===== config.mk =====
export PLATFORM = sky130hd
export DESIGN_NAME = dbi_ctrl
export DESIGN_NICKNAME = d
export VERILOG_FILES = /design/src/rtl/dbi_pkg.sv /design/src/rtl/dbi_tick.sv /design/src/rtl/dbi_sync.sv /design/src/rtl/dbi_chan.sv /design/src/rtl/dbi_ctrl.sv
export SDC_FILE = /design/constraint.sdc
export NUM_CORES = 1
export LEC_CHECK = 0
export BUFFER_PORTS_ARGS = -buffer_cell sky130_fd_sc_hd__buf_4
export CAP_MARGIN = 15
export CORE_AREA = 2 2 203 205
export DETAILED_ROUTE_END_ITERATION = 10
export DIE_AREA = 0 0 205 207
export HOLD_SLACK_MARGIN = 0.03
export PLACE_DENSITY_LB_ADDON = 0.1
export SYNTH_ARGS = -nofsm -noshare
export SYNTH_HDL_FRONTEND = slang
export SYNTH_SLANG_ARGS = --single-unit
export TNS_END_PERCENT = 50

===== constraint.sdc =====
create_clock -name clk -period 3.3 [get_ports clk]
set_input_delay 0.66 -clock clk [delete_from_list [all_inputs] [get_ports clk]]
set_output_delay 0.66 -clock clk [all_outputs]
set_load 0.02 [all_outputs]

===== src/rtl/dbi_pkg.sv =====
package dbi_pkg;
   localparam int CFG_W     = 14;
   localparam int DLY_W     = 12;
   localparam int ADDR_W    = 4;
   localparam int DLY_MAX   = 4000;

   localparam logic [ADDR_W-1:0] A_MASK = 4'h8;
   localparam logic [ADDR_W-1:0] A_STAT = 4'h9;
   localparam logic [ADDR_W-1:0] A_LVL  = 4'hA;

   typedef struct packed {
      logic             en;
      logic             trig_hi;
      logic [DLY_W-1:0] dly;
   } chan_cfg_t;

   function automatic logic [DLY_W-1:0] eff_dly(input logic [DLY_W-1:0] d);
      if (d == '0)
         return DLY_W'(1);
      else if (d > DLY_W'(DLY_MAX))
         return DLY_W'(DLY_MAX);
      else
         return d;
   endfunction
endpackage


===== src/rtl/dbi_tick.sv =====
module dbi_tick #(
   parameter int DIV = 50000
) (
   input  logic clk,
   input  logic rst_n,
   output logic tick
);
   localparam int CW = (DIV > 1) ? $clog2(DIV) : 1;

   initial begin
      if (DIV < 2) $error("dbi_tick: DIV must be at least 2");
   end

   logic [CW-1:0] cnt_q;

   always_ff @(posedge clk or negedge rst_n) begin
      if (!rst_n) begin
         cnt_q <= '0;
         tick  <= 1'b0;
      end else if (cnt_q == CW'(DIV - 1)) begin
         cnt_q <= '0;
         tick  <= 1'b1;
      end else begin
         cnt_q <= cnt_q + 1'b1;
         tick  <= 1'b0;
      end
   end
endmodule


===== src/rtl/dbi_sync.sv =====
module dbi_sync #(
   parameter int STAGES = 2
) (
   input  logic clk,
   input  logic rst_n,
   input  logic d,
   output logic q
);
   initial begin
      if (STAGES < 2) $error("dbi_sync: STAGES must be at least 2");
   end

   logic [STAGES-1:0] chain_q;

   always_ff @(posedge clk or negedge rst_n) begin
      if (!rst_n) chain_q <= '0;
      else        chain_q <= {chain_q[STAGES-2:0], d};
   end

   assign q = chain_q[STAGES-1];
endmodule


===== src/rtl/dbi_chan.sv =====
module dbi_chan
   import dbi_pkg::*;
(
   input  logic      clk,
   input  logic      rst_n,
   input  logic      tick,
   input  logic      lvl,
   input  chan_cfg_t cfg,
   output logic      stable,
   output logic      busy,
   output logic      evt
);
   logic [DLY_W-1:0] cnt_q;
   logic [DLY_W-1:0] lim;
   logic             prev_q;
   logic             chg;
   logic             hit;

   assign lim = eff_dly(cfg.dly);
   assign chg = (lvl != prev_q);
   assign hit = cfg.en & busy & ~chg & tick & (cnt_q == lim);
   assign evt = hit & (lvl == cfg.trig_hi);

   always_ff @(posedge clk or negedge rst_n) begin
      if (!rst_n) begin
         prev_q <= 1'b0;
         stable <= 1'b0;
         busy   <= 1'b0;
         cnt_q  <= '0;
      end else begin
         prev_q <= lvl;
         if (!cfg.en) begin
            busy  <= 1'b0;
            cnt_q <= '0;
         end else if (chg) begin
            busy  <= (lvl != stable);
            cnt_q <= '0;
         end else if (!busy) begin
            if (lvl != stable) begin
               busy  <= 1'b1;
               cnt_q <= '0;
            end
         end else if (tick) begin
            if (cnt_q == lim) begin
               stable <= lvl;
               busy   <= 1'b0;
               cnt_q  <= '0;
            end else begin
               cnt_q <= cnt_q + 1'b1;
            end
         end
      end
   end
endmodule


===== src/rtl/dbi_ctrl.sv =====
module dbi_ctrl
   import dbi_pkg::*;
#(
   parameter int NCH         = 8,
   parameter int CLK_HZ      = 50_000_000,
   parameter int TICK_HZ     = 1000,
   parameter int SYNC_STAGES = 2
) (
   input  logic              clk,
   input  logic              rst_n,
   input  logic [NCH-1:0]    in_async,
   input  logic              reg_wr,
   input  logic [ADDR_W-1:0] reg_addr,
   input  logic [CFG_W-1:0]  reg_wdata,
   output logic [CFG_W-1:0]  reg_rdata,
   output logic              irq,
   output logic [NCH-1:0]    stable_lvl,
   output logic              clk_off_req
);
   localparam int DIV = CLK_HZ / TICK_HZ;

   initial begin
      if (NCH < 1 || NCH > 8) $error("dbi_ctrl: NCH must be 1..8");
      if (DIV < 2)            $error("dbi_ctrl: CLK_HZ/TICK_HZ must be >= 2");
   end

   logic              tick;
   logic [NCH-1:0]    sync_v;
   logic [NCH-1:0]    busy_v;
   logic [NCH-1:0]    evt_v;
   logic [NCH-1:0]    en_v;
   logic [NCH-1:0]    trig_v;
   logic [NCH-1:0]    mask_q;
   logic [NCH-1:0]    status_q;
   logic [NCH-1:0]    clr_v;
   logic [CFG_W-1:0]  cfg_q [NCH];

   dbi_tick #(.DIV(DIV)) u_tick (
      .clk   (clk),
      .rst_n (rst_n),
      .tick  (tick)
   );

   for (genvar i = 0; i < NCH; i++) begin : g_ch
      chan_cfg_t cfg;

      always_ff @(posedge clk or negedge rst_n) begin
         if (!rst_n)
            cfg_q[i] <= '0;
         else if (reg_wr && reg_addr == ADDR_W'(i))
            cfg_q[i] <= reg_wdata;
      end

      assign cfg       = chan_cfg_t'(cfg_q[i]);
      assign en_v[i]   = cfg.en;
      assign trig_v[i] = cfg.trig_hi;

      dbi_sync #(.STAGES(SYNC_STAGES)) u_sync (
         .clk   (clk),
         .rst_n (rst_n),
         .d     (in_async[i]),
         .q     (sync_v[i])
      );

      dbi_chan u_chan (
         .clk    (clk),
         .rst_n  (rst_n),
         .tick   (tick),
         .lvl    (sync_v[i]),
         .cfg    (cfg),
         .stable (stable_lvl[i]),
         .busy   (busy_v[i]),
         .evt    (evt_v[i])
      );
   end

   assign clr_v = (reg_wr && reg_addr == A_STAT) ? reg_wdata[NCH-1:0] : '0;

   always_ff @(posedge clk or negedge rst_n) begin
      if (!rst_n) begin
         mask_q   <= '0;
         status_q <= '0;
         irq      <= 1'b0;
      end else begin
         if (reg_wr && reg_addr == A_MASK) mask_q <= reg_wdata[NCH-1:0];
         status_q <= (status_q & ~clr_v) | evt_v;
         irq      <= |(status_q & mask_q);
      end
   end

   assign clk_off_req = ~(|busy_v) & ~(|(en_v & (sync_v ^ stable_lvl)));

   always_comb begin
      reg_rdata = '0;
      for (int i = 0; i < NCH; i++) begin
         if (reg_addr == ADDR_W'(i)) reg_rdata = cfg_q[i];
      end
      case (reg_addr)
         A_MASK:  reg_rdata = CFG_W'(mask_q);
         A_STAT:  reg_rdata = CFG_W'(status_q);
         A_LVL:   reg_rdata = CFG_W'(stable_lvl);
         default: ;
      endcase
   end
endmodule


### Word-level counts from Yosys, hierarchy flattened

Cells that the tools add are included.

* bits of input ports: 29
* output and inout bits: 24
* register bits: 282
* word-level logic and storage cells: 348

* reduce and logical (&&, ||, !) cells: 38
* muxes and demuxes: 124
* add/subtract/negate cells: 9
* eq/ne operators: 59
* bitwise operators: 57
* magnitude comparators: 8

Operators with widths (number)
* 12-bit two-way mux: 64
* 14-bit two-way mux: 8
* 12-bit by 1-bit adder with 12-bit output, second input constant: 8
* 12-bit == test: 8
* 12-bit > comparator, second input constant: 8
* 12-bit logical NOT: 8
* 1-bit two-way mux: 49
* 14-bit case mux with 3 select lines: 1
* 1-bit bitwise AND: 41
* 5-bit AND reduction: 8
* 4-bit by 1-bit inequality test with 1-bit output, second input constant: 8
* 4-bit inequality test, second input constant: 8
* 8-bit bitwise AND: 3
* 8-bit OR reduction: 3
* 16-bit by 1-bit adder with 16-bit output, second input constant: 1
* 16-bit == test, second input constant: 1
* 4-bit by 3-bit == test with 1-bit output, second input constant: 4
* 16-bit two-way mux: 1
* 1-bit inequality test: 16
* 2-bit AND reduction: 8
* 4-bit == test, second input constant: 3
* 1-bit logical AND: 10
* 1-bit NOT: 10
* 1-bit == test: 8
* 7 further kinds: 8

### Depth between registers and ports, before layout

* word-level depth: 10
* gate-level depth with buffers: 10
* gate-level depth less buffers: 8

### Hierarchy

From an unflattened synthesis, not the netlist that was laid out.

* cells, all modules: 1581
* area total of the unflattened synthesis: 16622.2 sq um

Modules (own cells, without submodules)
* dbi_chan: area an instance 1139.8 sq um, cells each 131, times used 8, seq. area each 375.4 sq um
* dbi_ctrl: area an instance 6327.3 sq um, cells each 448, times used 1, seq. area each 3228.1 sq um
* dbi_tick: area an instance 775.7 sq um, cells each 69, times used 1, seq. area each 425.4 sq um
* dbi_sync: area an instance 50.0 sq um, cells each 2, times used 8, seq. area each 50.0 sq um

### Worst setup path after synthesis

Ideal clock, no wire load.

* kind: input -> output
* from: input reg_addr[1]
* to: output reg_rdata[6]
* data required time: 2640 ps
* buffers on the path: 3
* arrival: 2555 ps
* stages: 6
* setup slack: 85 ps
* cell sequence: buf_1 -> buf_1 -> buf_1 -> mux4_2 -> a22oi_1 -> o2111ai_1

* longest elaborated chain between the ends: 10
* elaborated cells between the ends (all ways): 20
* classes of those cells: eq/ne (10); mux (9); reduce/logical (1)

RTL lines
* start, declared: RTL line dbi_ctrl.sv:13 `input logic [ADDR_W-1:0] reg_addr,`
* 4-bit logical NOT: RTL line dbi_ctrl.sv:96 `if (reg_addr == ADDR_W'(i)) reg_rdata = cfg_q[i];`
* 14-bit two-way mux (8 in a row): RTL line dbi_ctrl.sv:96
* 14-bit case mux with 3 select lines (*): RTL line dbi_ctrl.sv:98 `case (reg_addr)`
* end, declared: RTL line dbi_ctrl.sv:15 `output logic [CFG_W-1:0] reg_rdata,`

Every way passes the cells marked *; elsewhere a longest branch is shown, timed or not.

### Final worst setup path

* from: register cfg_q (netlist bit g_ch[2].cfg[3])
* to: output reg_rdata[3]

* longest elaborated chain between the ends: 7

RTL lines
* start, declared: RTL line dbi_ctrl.sv:36 `logic [CFG_W-1:0] cfg_q [NCH];`
* start signal, assigned by index: RTL line dbi_ctrl.sv:51 `cfg_q[i] <= reg_wdata;`
* 14-bit two-way mux (6 in a row): RTL line dbi_ctrl.sv:96
* 14-bit case mux with 3 select lines: RTL line dbi_ctrl.sv:98

Every way passes these cells.

==> results.tsv <==
stage	metric	value	unit
power_and_ir_drop	Peak supply drop	0.000410	V
setup_path	Worst R2R Start	g_ch[2].cfg[11]	
synth	largest area contributor in the netlist	dfrtp_1	
run	max cap viols	0	
synth	Main synth FF type	dfrtp_1	
clock_network	CTS sink count	282	
power_and_ir_drop	Reg power frac	0.438	
outcome	status	finished clean	
power_and_ir_drop	Cell Pwr Density	570	nW/um^2
grt	number of global-route vias before repair	12600	
layout	Cell Count, Final, Fillers Out	2211	
grt	largest net degree at the start of global routing	72	
sta	final setup vio count	0	
layout	most common cell after layout, fill and taps aside	dfrtp_1	
sta	Slew Limit Headroom	0.541	
layout	fraction of layout cells with a size suffix above 1	0.194	
synth	synth top area cells	dfrtp_1 (44%), mux2_2 (9.1%), nand2_1 (4.1%)	
place	port bufs	52	
place	placed insts	2149	
synth	Syn. warnings	0	
power_and_ir_drop	Gate power share	0.166	
route	routed len/inst	21.8	microns
grt	initial antenna violation count	2	
synth	Synth Register Bits	282	
route	via count	13200	
route	post-detailed-route via-to-cell ratio	5.95	
place	DP Worst Slack	-0.118	ns
sta	RSZ-0062 raised after global routing	true	
sta	Fmax	305	MHz
route	Detailed Route WL	48.2	mm
synth	Synth async-reset ratio	1.00	
clock_network	TritonCTS clock tree	done	
floorplanning	Die Area	42400	sq um
floorplanning	row count	74	
setup_path	Crit path max-delay family	compound AO/OA/AOI/OAI gates	
clock_network	clk_lat worst skew	0.54	ns
setup_path	Critical Path Source	g_ch[2].cfg[3]	
setup_path	CP dominant cell by count	a21oi_2	
clock_network	root buffer cell	clkbuf_16	
setup_path	startpoint types	register	
setup_path	Slowest-stage cell, CP	mux4_2	
route	First-pass DRT Iterations	8	
setup_path	CP required	2.64	ns
floorplanning	die width	205	microns
synth	Syn Std Cell Area	16000	sq um
clock_network	deepest clock path buffer count	3	
floorplanning	core footprint	40400	sq um
place	HPWL reported at the end of detailed placement	34.6	mm
place	Final GP Congestion	0.930	
power_and_ir_drop	switch share	0.300	
clock_network	CTS H-tree lvls	2	
synth	library cells used by synthesis	77	
grt	total global routing overflow	0	
power_and_ir_drop	clock share of power	0.396	
clock_network	Reg clk slew, reported paths	0.06	ns
layout	Final #Nets	1693	
sta	setup ws final	0.0227	ns
setup_path	Critical Path AT	2.62	ns
setup_path	critical path class	reg2out	
grt	GRT Overall Usage	0.228	
route	Residual DRC	0	
synth	Synth top area share	0.442	
floorplanning	# IOs	53	
power_and_ir_drop	Sw Pwr	3.14	mW
power_and_ir_drop	internal power	7.32	mW
sta	Final Slew Violations	0	
route	antenna-violating nets left	0	
layout	area delta synth->final	14.9	%
sta	worst hold slack	0.0790	ns
synth	Syn Nets	1655	
sta	final hold violation count	0	
setup_path	CP Buf/Inv Count	1	
sta	clk_skew	0.0130	ns
setup_path	CP endpoint kind	primary output	
synth	average cell area after synthesis	9.88	sq um
setup_path	CP peak stage delay	0.51	ns
power_and_ir_drop	total power	10.5	mW
setup_path	CP max FO	6	
floorplanning	Die H	207	microns
sta	min cycle time layout	3.28	ns
sta	pin slew with the least headroom to its limit	0.686	ns
power_and_ir_drop	Lkg Pwr	7.77	nW
synth	number of flops mapped to enable cells by yosys	0	
setup_path	crit path cell chain	mux4_2 > a222oi_1 > nand2_1 > o21ai_2 > a21oi_2 > nor2_1 > a21oi_2 > buf_6	
route	DR iter-0 viols	933	
sta	crit share post-route	0.993	
synth	cell count after synthesis	1617	
floorplanning	initial core utilization	0.396	
min_path	Hold Path Class	in2async	
layout	most frequent cells in the layout	dfrtp_1 (277), nand2_1 (175), mux2_2 (129)	
synth	sequential fraction of the synthesis area	0.442	
clock_network	Num CTS Buffers	35	
grt	first-pass GRT wire length	75.3	mm
## sequential cells by signal, indices dropped and copies added (netlist names), 8 cells and up
register and cells:
g_ch.cfg 112, g_ch.u_chan.busy 8, g_ch.u_chan.cnt_q 96, g_ch.u_chan.prev_q 8, g_ch.u_chan.stable 8, g_ch.u_sync.chain_q 16, mask_q 8, status_q 8
u_tick.cnt_q 16
## final timing paths
check / end / slack (ns) / cells after the start
min in group clk: g_ch[2].u_sync.chain_q[0] / 0.22 / 1
max in group asynchronous: g_ch[7].u_chan.cnt_q[10] / 2.27 / 3
min: g_ch[5].u_chan.cnt_q[4] / 0.08 / 1
max: reg_rdata[3] / 0.02 / 8
min reg2reg: g_ch[7].u_sync.chain_q[1] / 0.35 / 0
max reg2reg: g_ch[2].u_chan.cnt_q[9] / 0.47 / 7
## routing by layer
metal / vias to the layer above / wire (microns) / global-route usage
met5: - / 0 / 0
met4: 0 / 1340 / 0.0705
met3: 71 / 2790 / 0.0395
met2: 354 / 22000 / 0.350
met1: 6627 / 22000 / 0.327
li1: 6108 / - / -
## timing repair
item                                    CTS  global route
endpoints found under the hold margin     0             0
resized for setup                         1            16
endpoints found under the setup margin    3             3
pin swaps                                 0             7
hold buffers                              0             0
setup buffers                             0             1
## area by class of cell
| class | count | area, sq um |
|---|---|---|
| sequential | 282 | 7060 |
| inverter | 42 | 158 |
| fill | 3887 | 22000 |
| clock buffer | 53 | 1110 |
| antenna | 1 | 2.50 |
| multi-input combinational | 1196 | 8400 |
| timing repair buffer | 98 | 822 |
| tap | 532 | 666 |
| clock inverter | 7 | 138 |
## cell families (layout without fill, tap and decap cells)
group                      after synthesis  after routing  synth area share
and+or+nand+nor                        572            572             0.182
AOI/OAI and AO/OA                      337            337             0.151
DFF                                    282            282             0.442
muxes                                  170            170             0.124
buffers and inverters                  139            200            0.0354
xor gates and xnor gates               108            108            0.0592
adders and majority gates                9              9           0.00705
other                                    0              1                 0
## metrics by stage
stage	util	instance area, sq um	TNS (ns)
global placement	0.423	17100	0
finish	0.455	18400	0
global route	0.455	18400	-0.0497
floorplan	-	16000	0
detailed placement	0.423	17100	-0.201
CTS	0.453	18300	-0.00157
## Yosys cell counts, types with 7 or more instances
| cell type | instances |
|---|---|
| a22oi_1 | 17 |
| mux2i_1 | 30 |
| a31oi_1 | 25 |
| o311ai_0 | 35 |
| o211ai_1 | 8 |
| o21ai_0 | 76 |
| xnor2_1 | 45 |
| or3_1 | 13 |
| inv_1 | 41 |
| o22ai_1 | 21 |
| xor2_1 | 63 |
| a22o_1 | 16 |
| buf_1 | 21 |
| dfrtp_1 | 282 |
| nor2_1 | 70 |
| buf_2 | 7 |
| mux2_2 | 129 |
| nor3_1 | 30 |
| or2_2 | 9 |
| o2111ai_1 | 8 |
| and2_1 | 9 |
| nor2b_1 | 20 |
| nand4_1 | 45 |
| mux4_2 | 8 |
| a211oi_1 | 8 |
| nand3_1 | 92 |
| a21oi_1 | 37 |
| nand2_1 | 175 |
| and3_1 | 45 |
| a222oi_1 | 11 |
| clkbuf_1 | 57 |
| nor4_1 | 19 |
| o311a_1 | 7 |
| ha_1 | 9 |
| or4_1 | 10 |
| buf_4 | 8 |
## power groups by stage
stage               combinational, mW  sequential [mW]  clock [mW]
global placement                 1.68             4.64           0
CTS                              1.72             4.58        4.26
global route                     1.90             4.64        4.40
floorplan                        1.22             4.29           0
finish                           1.73             4.58        4.14
detailed placement               1.71             4.64           0
Power figures use the tool's default switching activity.
